<file path="config.mk">
export PLATFORM = sky130hd
export DESIGN_NAME = rat_renamer
export DESIGN_NICKNAME = d
export VERILOG_FILES = /design/src/rtl/rat_pkg.sv /design/src/rtl/rat_ctrl.sv /design/src/rtl/rat_datapath.sv /design/src/rtl/rat_renamer.sv
export SDC_FILE = /design/constraint.sdc
export NUM_CORES = 1
export LEC_CHECK = 0
export BUFFER_PORTS_ARGS = -buffer_cell sky130_fd_sc_hd__buf_2
export CAP_MARGIN = 20
export CORE_ASPECT_RATIO = 0.8
export CORE_MARGIN = 1.5
export CORE_UTILIZATION = 36
export DETAILED_ROUTE_END_ITERATION = 10
export GPL_ROUTABILITY_DRIVEN = 1
export GPL_TIMING_DRIVEN = 0
export PLACE_DENSITY_LB_ADDON = 0.08
export SETUP_SLACK_MARGIN = 0.2
export SYNTH_ARGS = -nofsm -noshare
export SYNTH_HDL_FRONTEND = slang
export SYNTH_SLANG_ARGS = --single-unit
</file>
<file path="constraint.sdc">
create_clock -name clk -period 2.77 [get_ports clk]
set_input_delay 0.1385 -clock clk [delete_from_list [all_inputs] [get_ports clk]]
set_output_delay 0.1385 -clock clk [all_outputs]
set_load 0.02 [all_outputs]
</file>
<file path="src/rtl/rat_pkg.sv">
package rat_pkg;
  localparam int ARCH_REGS = 8;
  localparam int TAG_W     = 6;
  localparam int SLOTS     = 2;
  localparam int REG_W     = $clog2(ARCH_REGS);
  localparam int OPS       = 2 * SLOTS;

  typedef logic [REG_W-1:0] archReg_t;
  typedef logic [TAG_W-1:0] robTag_t;

  typedef struct packed {
    logic                               flushAll;
    logic [ARCH_REGS-1:0]               wrEn;
    logic [ARCH_REGS-1:0][TAG_W-1:0]    wrTag;
    logic [ARCH_REGS-1:0]               clrEn;
  } ratStrobe_t;
endpackage

</file>
<file path="src/rtl/rat_ctrl.sv">
module rat_ctrl
  import rat_pkg::*;
(
  input  logic                        clk,
  input  logic                        rstN,
  input  logic [SLOTS-1:0]            renValid,
  input  logic [SLOTS-1:0]            dstValid,
  input  logic [SLOTS*REG_W-1:0]      dstReg,
  input  logic [SLOTS*TAG_W-1:0]      dstTag,
  input  logic                        commitValid,
  input  archReg_t                    commitReg,
  input  robTag_t                     commitTag,
  input  logic                        flush,
  input  logic [ARCH_REGS-1:0]        curValid,
  input  logic [ARCH_REGS*TAG_W-1:0]  curTag,
  output ratStrobe_t                  strb
);

  // Per-register write and clear strobes; a higher slot overrides a lower one.
  always_comb begin
    strb          = '0;
    strb.flushAll = flush;
    for (int r = 0; r < ARCH_REGS; r++) begin
      for (int s = 0; s < SLOTS; s++) begin
        if (renValid[s] && dstValid[s] &&
            dstReg[s*REG_W +: REG_W] == REG_W'(r)) begin
          strb.wrEn[r]  = 1'b1;
          strb.wrTag[r] = dstTag[s*TAG_W +: TAG_W];
        end
      end
      strb.clrEn[r] = commitValid && (commitReg == REG_W'(r)) && curValid[r] &&
                      (curTag[r*TAG_W +: TAG_W] == commitTag) && !strb.wrEn[r];
    end
  end

  for (genvar r = 0; r < ARCH_REGS; r++) begin : gChk
    logic commitHit;
    assign commitHit = commitValid && (commitReg == REG_W'(r)) &&
                       (curTag[r*TAG_W +: TAG_W] == commitTag);

    AST_COMMIT_CLEARS: assert property (@(posedge clk) disable iff (!rstN)
      (commitHit && curValid[r] && !flush && !strb.wrEn[r]) |=> !curValid[r]);

    AST_STALE_KEEPS: assert property (@(posedge clk) disable iff (!rstN)
      (curValid[r] && !flush && !commitHit) |=> curValid[r]);
  end

endmodule

</file>
<file path="src/rtl/rat_datapath.sv">
module rat_datapath
  import rat_pkg::*;
(
  input  logic                        clk,
  input  logic                        rstN,
  input  ratStrobe_t                  strb,
  input  logic [SLOTS-1:0]            renValid,
  input  logic [SLOTS*REG_W-1:0]      srcA,
  input  logic [SLOTS*REG_W-1:0]      srcB,
  input  logic [SLOTS-1:0]            dstValid,
  input  logic [SLOTS*REG_W-1:0]      dstReg,
  input  logic [SLOTS*TAG_W-1:0]      dstTag,
  output logic [ARCH_REGS-1:0]        curValid,
  output logic [ARCH_REGS*TAG_W-1:0]  curTag,
  output logic [SLOTS-1:0]            srcAInRob,
  output logic [SLOTS*TAG_W-1:0]      srcATag,
  output logic [SLOTS-1:0]            srcBInRob,
  output logic [SLOTS*TAG_W-1:0]      srcBTag
);

  logic [ARCH_REGS-1:0]            validQ;
  logic [ARCH_REGS-1:0][TAG_W-1:0] tagQ;

  always_ff @(posedge clk) begin
    if (!rstN || strb.flushAll) begin
      validQ <= '0;
      if (!rstN) tagQ <= '0;
    end else begin
      for (int r = 0; r < ARCH_REGS; r++) begin
        if (strb.wrEn[r]) begin
          validQ[r] <= 1'b1;
          tagQ[r]   <= strb.wrTag[r];
        end else if (strb.clrEn[r]) begin
          validQ[r] <= 1'b0;
        end
      end
    end
  end

  assign curValid = validQ;
  assign curTag   = tagQ;

  // Operand k: first sources occupy 0..SLOTS-1, second sources SLOTS..OPS-1.
  logic [OPS-1:0][REG_W-1:0] opReg;
  logic [OPS-1:0]            opIn;
  logic [OPS-1:0][TAG_W-1:0] opTag;

  always_comb begin
    for (int s = 0; s < SLOTS; s++) begin
      opReg[s]         = srcA[s*REG_W +: REG_W];
      opReg[SLOTS + s] = srcB[s*REG_W +: REG_W];
    end
  end

  for (genvar k = 0; k < OPS; k++) begin : gLook
    localparam int SLOT = k % SLOTS;
    always_comb begin
      opIn[k]  = validQ[opReg[k]];
      opTag[k] = tagQ[opReg[k]];
      for (int e = 0; e < SLOT; e++) begin
        if (renValid[e] && dstValid[e] && dstReg[e*REG_W +: REG_W] == opReg[k]) begin
          opIn[k]  = 1'b1;
          opTag[k] = dstTag[e*TAG_W +: TAG_W];
        end
      end
    end
  end

  always_comb begin
    for (int s = 0; s < SLOTS; s++) begin
      srcAInRob[s]             = opIn[s];
      srcATag[s*TAG_W +: TAG_W] = opTag[s];
      srcBInRob[s]             = opIn[SLOTS + s];
      srcBTag[s*TAG_W +: TAG_W] = opTag[SLOTS + s];
    end
  end

  AST_FLUSH_EMPTIES: assert property (@(posedge clk) disable iff (!rstN)
    strb.flushAll |=> (validQ == '0));

  for (genvar r = 0; r < ARCH_REGS; r++) begin : gWrChk
    AST_WRITE_LANDS: assert property (@(posedge clk) disable iff (!rstN)
      (strb.wrEn[r] && !strb.flushAll) |=> (validQ[r] && tagQ[r] == $past(strb.wrTag[r])));
  end

endmodule

</file>
<file path="src/rtl/rat_renamer.sv">
module rat_renamer
  import rat_pkg::*;
(
  input  logic                        clk,
  input  logic                        rstN,
  input  logic [SLOTS-1:0]            renValid,
  input  logic [SLOTS*REG_W-1:0]      srcA,
  input  logic [SLOTS*REG_W-1:0]      srcB,
  input  logic [SLOTS-1:0]            dstValid,
  input  logic [SLOTS*REG_W-1:0]      dstReg,
  input  logic [SLOTS*TAG_W-1:0]      dstTag,
  input  logic                        commitValid,
  input  logic [REG_W-1:0]            commitReg,
  input  logic [TAG_W-1:0]            commitTag,
  input  logic                        flush,
  output logic [SLOTS-1:0]            srcAInRob,
  output logic [SLOTS*TAG_W-1:0]      srcATag,
  output logic [SLOTS-1:0]            srcBInRob,
  output logic [SLOTS*TAG_W-1:0]      srcBTag
);

  ratStrobe_t                 strb;
  logic [ARCH_REGS-1:0]       curValid;
  logic [ARCH_REGS*TAG_W-1:0] curTag;

  rat_ctrl uCtrl (
    .clk(clk), .rstN(rstN), .renValid(renValid), .dstValid(dstValid),
    .dstReg(dstReg), .dstTag(dstTag), .commitValid(commitValid),
    .commitReg(commitReg), .commitTag(commitTag), .flush(flush),
    .curValid(curValid), .curTag(curTag), .strb(strb)
  );

  rat_datapath uData (
    .clk(clk), .rstN(rstN), .strb(strb), .renValid(renValid),
    .srcA(srcA), .srcB(srcB), .dstValid(dstValid), .dstReg(dstReg),
    .dstTag(dstTag), .curValid(curValid), .curTag(curTag),
    .srcAInRob(srcAInRob), .srcATag(srcATag),
    .srcBInRob(srcBInRob), .srcBTag(srcBTag)
  );

endmodule

</file>
### After elaboration in Yosys (flattened, before gate mapping)

Cells that the tools add are included.

* register bits: 56
* input bits: 47
* output and inout bits: 28
* word-level logic and storage cells: 219

* $lt $le $gt $ge: 4
* eq/ne operators: 32
* mux-type cells: 78
* reductions and logical operators: 89

Operators by type and width (count)
* 6-bit two-way mux: 30
* 48-bit two-way mux: 2
* 6-bit binary-select mux with 3-bit select: 4
* 1-bit logical AND: 52
* 6-bit == test: 8
* 1-bit two-way mux: 38
* 3-bit == test, second input constant: 12
* 2-bit nonzero test: 16
* 3-bit by 2-bit == test with 1-bit output, second input constant: 6
* 3-bit by 4-bit less-than comparator with 1-bit output, second input constant: 4
* 2-bit AND reduction: 8
* 1-bit binary-select mux with 3-bit select: 4
* 3-bit by 1-bit == test with 1-bit output, second input constant: 3
* 1-bit zero test: 9
* 3-bit zero test: 3
* 3-bit == test: 2
* 2-bit != test, second input constant: 1
* 1-bit logical OR: 1

### Logic depth before layout (Yosys ltp)

Gate-level depths: netlist of the first run.

* depth after elaboration: 8
* mapped depth: 5
* gate-level depth less buffers: 4

### Modules after synthesis

From an unflattened synthesis of the first run, not the netlist that was laid out.

* cell total of the unflattened synthesis: 463
* area total of the unflattened synthesis: 5596.6 µm²

Modules (own cells, without submodules)
* rat_datapath: times used 1, cells an instance 269, area each 4124.0 µm², seq. area each 1601.5 µm²
* rat_ctrl: times used 1, cells an instance 194, area each 1472.7 µm², seq. area each 0.0 µm²

### Worst setup path after synthesis of the first run

No wires, ideal clock.

* path type: input port to flip-flop
* start point: input dstReg[4]
* end point: register uData.tagQ (netlist bit uData.curTag[0]), enable pin
* setup time: 0.377 ns
* data arrival time: 1.391 ns
* required time: 2.393 ns
* setup slack: 1.002 ns
* stages on the path: 4
* path buffers: 0
* cell sequence: nand3b_1 nor3_1 nor2_1 o21ai_0

* cells in the longest elaborated chain, start to end: 5

RTL lines
* from (decl): line rat_renamer.sv:10 `input logic [SLOTS*REG_W-1:0] dstReg,`
* 3-bit zero test: line rat_ctrl.sv:26 `dstReg[s*REG_W +: REG_W] == REG_W'(r)) begin`
* 1-bit logical AND: line rat_ctrl.sv:25 `if (renValid[s] && dstValid[s] &&`
* 1-bit two-way mux: line rat_ctrl.sv:25
* 2-bit nonzero test (no source line)
* 2-bit AND reduction (no source line)
* to (signal, indexed assignment): line rat_datapath.sv:32 `tagQ[r] <= strb.wrTag[r];`
* to (decl): line rat_datapath.sv:22 `logic [ARCH_REGS-1:0][TAG_W-1:0] tagQ;`

No other way between the ends.
A chain may end at the register's enable or synchronous reset.

### Worst setup path after layout of the first run

* start point: input srcB[4]
* end point: output srcBTag[6]

* cells in the longest elaborated chain, start to end: 3
* elaborated cells between the ends (all ways): 5
* classes of those cells: 1 x eq/ne; 3 x mux; 1 x reduce/logical

RTL lines
* from (decl): line rat_renamer.sv:8 `input logic [SLOTS*REG_W-1:0] srcB,`
* 6-bit binary-select mux with 3-bit select / 3-bit == test (equally long branches): line rat_datapath.sv:59, rat_datapath.sv:61
* 6-bit two-way mux (implied by the code) / 1-bit logical AND (equally long branches): line rat_datapath.sv:59, rat_datapath.sv:61
* 6-bit two-way mux (*): line rat_datapath.sv:61 `if (renValid[e] && dstValid[e] && dstReg[e*REG_W +: REG_W] == opReg[k]) begin`
* to (decl): line rat_renamer.sv:19 `output logic [SLOTS*TAG_W-1:0] srcBTag`

Every way passes the cells marked *; elsewhere a longest branch is shown, timed or not. The select of a mux whose other input is x is not followed.

==> qor.txt, run 1 <==
Outcome: complete, no violations
#FFs+latches synth: 56
Hold Crit Depth: 4
Max Root-Sink Buffers: 2
Clock slew at reported path FFs: 0.07 ns
Worst Slack Setup Final: 0.423 ns
TritonCTS clock tree: done
Rel. slew slack: 34.6%
Non-Filler Instances: 678
Crit-path leading delay family: buffers and inverters
HPWL Detailed: 14600 um
Gr ovfl total: 0
# IOs: 75
Die Area: 0.0153 sq mm
Drt wl/cell: 27.3 um
Hold path start: commitValid
Later-pin clock latency in the skew report: 0.30 ns
Post-CTS setup buffers: 0
CTS Hold Buffers Added: 0
Reg2reg end: uData.curValid[6]
CP Buf/Inv Count: 3
Initial Util: 36.8%
Most common flop cell mapped by yosys: edfxtp_1
Final wirelength: 18500 um
Vias in the first global route: 4055
Period utilisation layout: 84.7%
CP cell instances: clkbuf_1, buf_1, mux4_1, mux2_2, mux2_2, buf_2
Area of the core: 0.0142 sq mm
Synthesized cell area: 0.00524 sq mm
CP most frequent cell: mux2_2
CP max-delay cell: buf_1
First-pass GRT wire length: 27000 um
WS Path Type: input port to output port
Worst EP required: 2.63 ns
Critical path's largest stage delay: 0.53 ns
Setup crit end kind: output port
Detail Route Antenna Nets: 0
Post-place setup slack: 0.237 ns
Area Overhead vs Synth: 11.2%
Post-CTS Resized: 0
Post-layout nets: 540
Flop pwr share: 43.6%
Initial antenna violation count: 1
Crit Path Max Fanout: 10
Top-count cell post-synth: nor2_1
Die height: 111 um
Hold path endpoint: uData.curValid[7]
R2R depth: 4
Post-synthesis cell type with the largest combined area: edfxtp_1
Core Util, Final: 40.9%
Avg Inst Size Synth: 11.8 sq um
Setup crit start: srcB[4]
Clock sinks: 56
Min Clock Period, post-route: 2.35 ns
Power Density: 413 mW/mm^2
Synth Instances: 444
Least-Margin Pin Slew: 0.972 ns
GPL Wtd Cong: 0.904
Synth area leaders: edfxtp_1 27%, mux4_2 14%, mux4_1 12%
Drt initial violations: 365
Root buf cell: clkbuf_16
Max-cap violation count: 0
Gate power share: 29.5%
Clock power frac: 26.8%
CP Launch Type: input port
Setup TNS: 0 ns
Register area share after synthesis: 30.5%
Switching Fraction: 32.5%
Top cell type's share of synthesized area: 27.5%
CP Data Arrival Time: 2.21 ns
Final slew viol count: 0
Unique masters post-synth: 35
Mapped Nets: 491
Drt pass-1 iters: 5
Leakage: 1.87 nW
Top cells by count, synth: 69 x nor2_1, 48 x a22oi_1, 48 x edfxtp_1, 38 x mux2_2, 37 x xnor2_1
Ant diodes: 0
Share of cells above drive strength 1: 27.7%
Yosys warnings: 0
Largest net degree at the start of global routing: 19
CTS Buf Count: 5
Hold Fails Final Rpt: 0
RR Startpoint: uData.curTag[37]
Max Fclk: 426 MHz
GRT Util Overall: 24.9%
Via density: 6.26
NetSw: 0.000784 W
DIE WIDTH: 138 um
Max IR drop VDD: 0.332 mV
Layout Skew: 0.00810 ns
Row count: 39
Via count: 4245
Hold Crit Class: input port to register
H-tree depth: 2
Unrepaired setup endpoints after global routing: no
P_int: 0.00163 W
Post-synth EDFFs: 48
# setup viols final: 0
Dpl cells: 670
DRC errors left: 0
Buffers on Ports: 42
Final Power: 0.00241 W
Asr flop ratio synth: 0%
Reg2reg setup slack: 1.27 ns
## worst reg2reg max path: stages, from the launching register on
cell and delay (ns):
edfxtp_1 0.50, xnor2_1 0.20, nand4_1 0.13, o41ai_1 0.41, a21oi_1 0.11
## kinds of logic after synthesis
family,count (synthesis),share of synthesized area [%]
AOI/OAI and AO/OA,82,11.3
xor gates and xnor gates,54,9.02
buffers and inverters,46,4.53
DFF,56,30.5
muxes,94,33.9
and+or+nand+nor,112,10.6
## registers in the layout (all words and copies together) (netlist names)
name            cells
uData.curTag       48
uData.curValid      8
## power groups by stage
stage | Sequential (W) | Clock (W) | Combinational [W]
global placement | 0.00106 | 0 | 0.000706
global route | 0.00106 | 0.000689 | 0.000757
CTS | 0.00105 | 0.000652 | 0.000712
floorplan | 0.00102 | 0 | 0.000510
detailed placement | 0.00107 | 0 | 0.000710
finish | 0.00105 | 0.000647 | 0.000712
## placed cells by master, fill, tap and decap left out, types with 3 or more instances in the layout
| cell type | synthesis | final |
|---|---|---|
| a22oi_1 | 48 | 48 |
| nor2b_1 | 4 | 4 |
| mux4_2 | 32 | 32 |
| nand2_1 | 3 | 3 |
| o21ai_0 | 11 | 11 |
| clkbuf_16 | 0 | 5 |
| nand4b_1 | 3 | 3 |
| edfxtp_1 | 48 | 48 |
| mux4_1 | 24 | 24 |
| buf_1 | 21 | 21 |
| nor3_1 | 4 | 4 |
| nor4bb_1 | 3 | 3 |
| xnor2_1 | 37 | 37 |
| a211oi_1 | 4 | 4 |
| nand3_1 | 5 | 5 |
| buf_6 | 3 | 3 |
| nand4_1 | 9 | 9 |
| clkbuf_1 | 12 | 12 |
| mux2_2 | 38 | 38 |
| a21oi_1 | 8 | 8 |
| o41ai_1 | 5 | 5 |
| buf_2 | 8 | 50 |
| nand2b_1 | 5 | 5 |
| nor2_1 | 69 | 69 |
| xor2_1 | 17 | 17 |
| dfxtp_1 | 8 | 8 |
## per-layer routing
layer,share of wire [%],vias up,track usage (%)
li1,-,1871,-
met1,46,2113,38.1
met2,43,245,36.0
met3,8.8,16,4.44
met4,1.9,0,6.32
met5,0,-,0
## worst max-delay path by stage
stage / slack [ns] / cells past startpoint / endpoint
floorplan: 1.00 / 4 / uData.curTag[0]
global placement: 0.24 / 5 / uData.curTag[5]
detailed placement: 0.24 / 5 / uData.curTag[5]
CTS: 0.41 / 6 / srcBTag[6]
global route: 0.35 / 5 / uData.curTag[3]
finish: 0.42 / 6 / srcBTag[6]
## per-stage QoR
step / hold WS (ns) / cell area (sq um)
after global routing: 0.350 / 5830
after floorplan: 0.404 / 5240
after global placement: 0.500 / 5680
after CTS: 0.316 / 5830
final: 0.324 / 5830
after detailed placement: 0.505 / 5680
## cell type report
class,count,area (sq um)
Sequential cell,56,1600
Multi-Input combinational cell,342,3400
Buffer,46,238
Clock inverter,3,21.3
Fill cell,1394,8420
Clock buffer,5,125
Tap cell,184,230
Timing Repair Buffer,42,210
(Power assumes the default switching activity.)
==> run 2: changes to the inputs <==
==> constraint.sdc (replaced) <==
create_clock -name clk -period 2.2 [get_ports clk]
set_input_delay 0.11 -clock clk [delete_from_list [all_inputs] [get_ports clk]]
set_output_delay 0.11 -clock clk [all_outputs]
set_load 0.02 [all_outputs]
==> run 2 against run 1 <==
Compared with the run above: wire length rose by 4.8%; cell count increased by 8.7%; largest cell class unchanged; setup slack worse by 0.37 ns; total power increased by 36%; highest routed layer unchanged; via count up 5.8%; die area unchanged; combinational power up 66%.
==> qor.txt, run 2 (synthesis results as in run 1) <==
Outcome: complete, no violations
Max IR drop VDD: 0.413 mV (+25%)
Clock slew at reported path FFs: 0.07 ns (about the same)
Switching Fraction: 31.9% (-0.65 points)
Clock sinks: 56 (unchanged)
Commonest non-fill, non-tap cells in the layout: 69 x nor2_1, 50 x mux4_2, 48 x a22oi_1, 48 x buf_4, 48 x edfxtp_1
Rel. slew slack: 43.2% (+8.6 points)
Final slew viol count: 0 (unchanged)
Later-pin clock latency in the skew report: 0.30 ns (about the same)
Max Root-Sink Buffers: 2 (unchanged)
HPWL Detailed: 14600 um (unchanged)
WS Path Type: register to output port
Hold Crit Class: input port to register
Power Density: 507 mW/mm^2 (+23%)
Gate power share: 35.9% (+6.4 points)
Via count: 4492 (+5.8%)
Via density: 6.09 (-2.7%)
Final wirelength: 19400 um (+4.8%)
Min Clock Period, post-route: 2.14 ns
Area of the core: 0.0142 sq mm (unchanged)
Row count: 39 (unchanged)
Period utilisation layout: 97.5%
Max-cap violation count: 0 (unchanged)
Final Power: 0.00329 W (+36%)
Root buf cell: clkbuf_16
Max reg flops: 48 (unchanged)
Hold Fails Final Rpt: 0 (unchanged)
Ant diodes: 0 (unchanged)
Unrepaired setup endpoints after global routing: yes
Gr ovfl total: 0 (unchanged)
Post-layout nets: 599 (+11%)
Initial antenna violation count: 0 (-1)
CTS Buf Count: 5 (unchanged)
Crit Path Max Fanout: 5 (-5)
P_int: 0.00224 W (+38%)
Detail Route Antenna Nets: 0 (unchanged)
Share of cells above drive strength 1: 39.8% (+12 points)
Worst EP required: 2.09 ns (-0.54 ns)
CP Launch Type: register
Most common cell after layout, fill and taps aside: nor2_1
DRC errors left: 0 (unchanged)
Least-Margin Pin Slew: 0.843 ns (-0.129 ns)
GPL Wtd Cong: 0.904 (unchanged)
Initial Util: 36.8% (unchanged)
Clock power frac: 24.8% (-2.0 points)
TritonCTS clock tree: done
CP Data Arrival Time: 2.03 ns (-0.18 ns)
Max Fclk: 466 MHz
Buffers on Ports: 42 (unchanged)
# setup viols final: 0 (unchanged)
Drt pass-1 iters: 5 (unchanged)
Die Area: 0.0153 sq mm (unchanged)
DIE WIDTH: 138 um (unchanged)
Drt initial violations: 313 (-14%)
Worst hold slack: 0.299 ns (-0.0247 ns)
# IOs: 75 (unchanged)
Area Overhead vs Synth: 23.7%
NetSw: 0.00105 W (+34%)
Layout Skew: 0.00904 ns (+0.000937 ns)
GRT Util Overall: 25.9% (+0.97 points)
Setup crit end kind: output port
First-pass GRT wire length: 28300 um (+5.0%)
Flop pwr share: 39.3% (-4.3 points)
Vias in the first global route: 4386 (+8.2%)
Die height: 111 um (unchanged)
Largest net degree at the start of global routing: 19 (unchanged)
H-tree depth: 2 (unchanged)
Leakage: 2.24 nW (+20%)
Drt wl/cell: 26.3 um (-3.6%)
-- run 2: per-stage QoR --
stage | setup WS, ns | cells | TNS, ns | util, % | cell area, sq um
floorplan | 0.460 | 444 | 0 | - | 5240
global placement | -0.303 | 670 | -3.30 | 39.9 | 5680
detailed placement | -0.305 | 670 | -3.54 | 39.9 | 5680
CTS | 0.0368 | 729 | 0 | 44.1 | 6280
global route | 0.0369 | 737 | 0 | 45.5 | 6480
finish | 0.0556 | 737 | 0 | 45.5 | 6480
-- run 2: final cells by class --
class	instances	area [sq um]
repair buffers	101	813
flip-flops and latches	56	1600
fillers	1370	7770
clock inverters	3	21.3
well taps	184	230
clock buffers	5	125
plain buffers	46	243
multi-input cells	342	3450
-- run 2: power by group through the flow --
stage,combinational [W],sequential [W],clock [W]
detailed placement,0.000894,0.00134,0
floorplan,0.000642,0.00129,0
CTS,0.00108,0.00128,0.000820
finish,0.00118,0.00129,0.000814
global placement,0.000889,0.00134,0
global route,0.00124,0.00130,0.000871
-- run 2: repair_timing --
item,CTS,global route
setup buffers,51,8
setup endpoints to repair,25,51
endpoints found under the hold margin,0,0
hold buffers,0,0
gates cloned,0,0
resized for setup,50,55
-- run 2: worst paths after layout --
path | endpoint | slack, ns | depth (start not counted) | startpoint
worst max-delay path | srcATag[8] | 0.06 | 4 | uData.curTag[8]
worst min register to register | uData.curValid[3] | 0.52 | 2 | uData.curValid[3]
worst min-delay path | uData.curValid[7] | 0.30 | 4 | commitValid
worst max register to register | uData.curValid[5] | 0.42 | 7 | uData.curTag[34]
-- run 2: per-layer routing --
metal,routed length (um),part of all wire (%),vias up,GRT usage [%]
met4,433,2.2,0,7.50
met5,0,0,-,0
met3,1550,8.0,24,5.21
met1,8800,45,2263,38.0
met2,8590,44,230,38.4
li1,-,-,1975,-
-- run 2: critical path: stages (launching register included) --
cell and delay [ns]:
edfxtp_1 0.54, mux4_2 0.49, mux2_4 0.29, mux2_4 0.28, buf_6 0.13
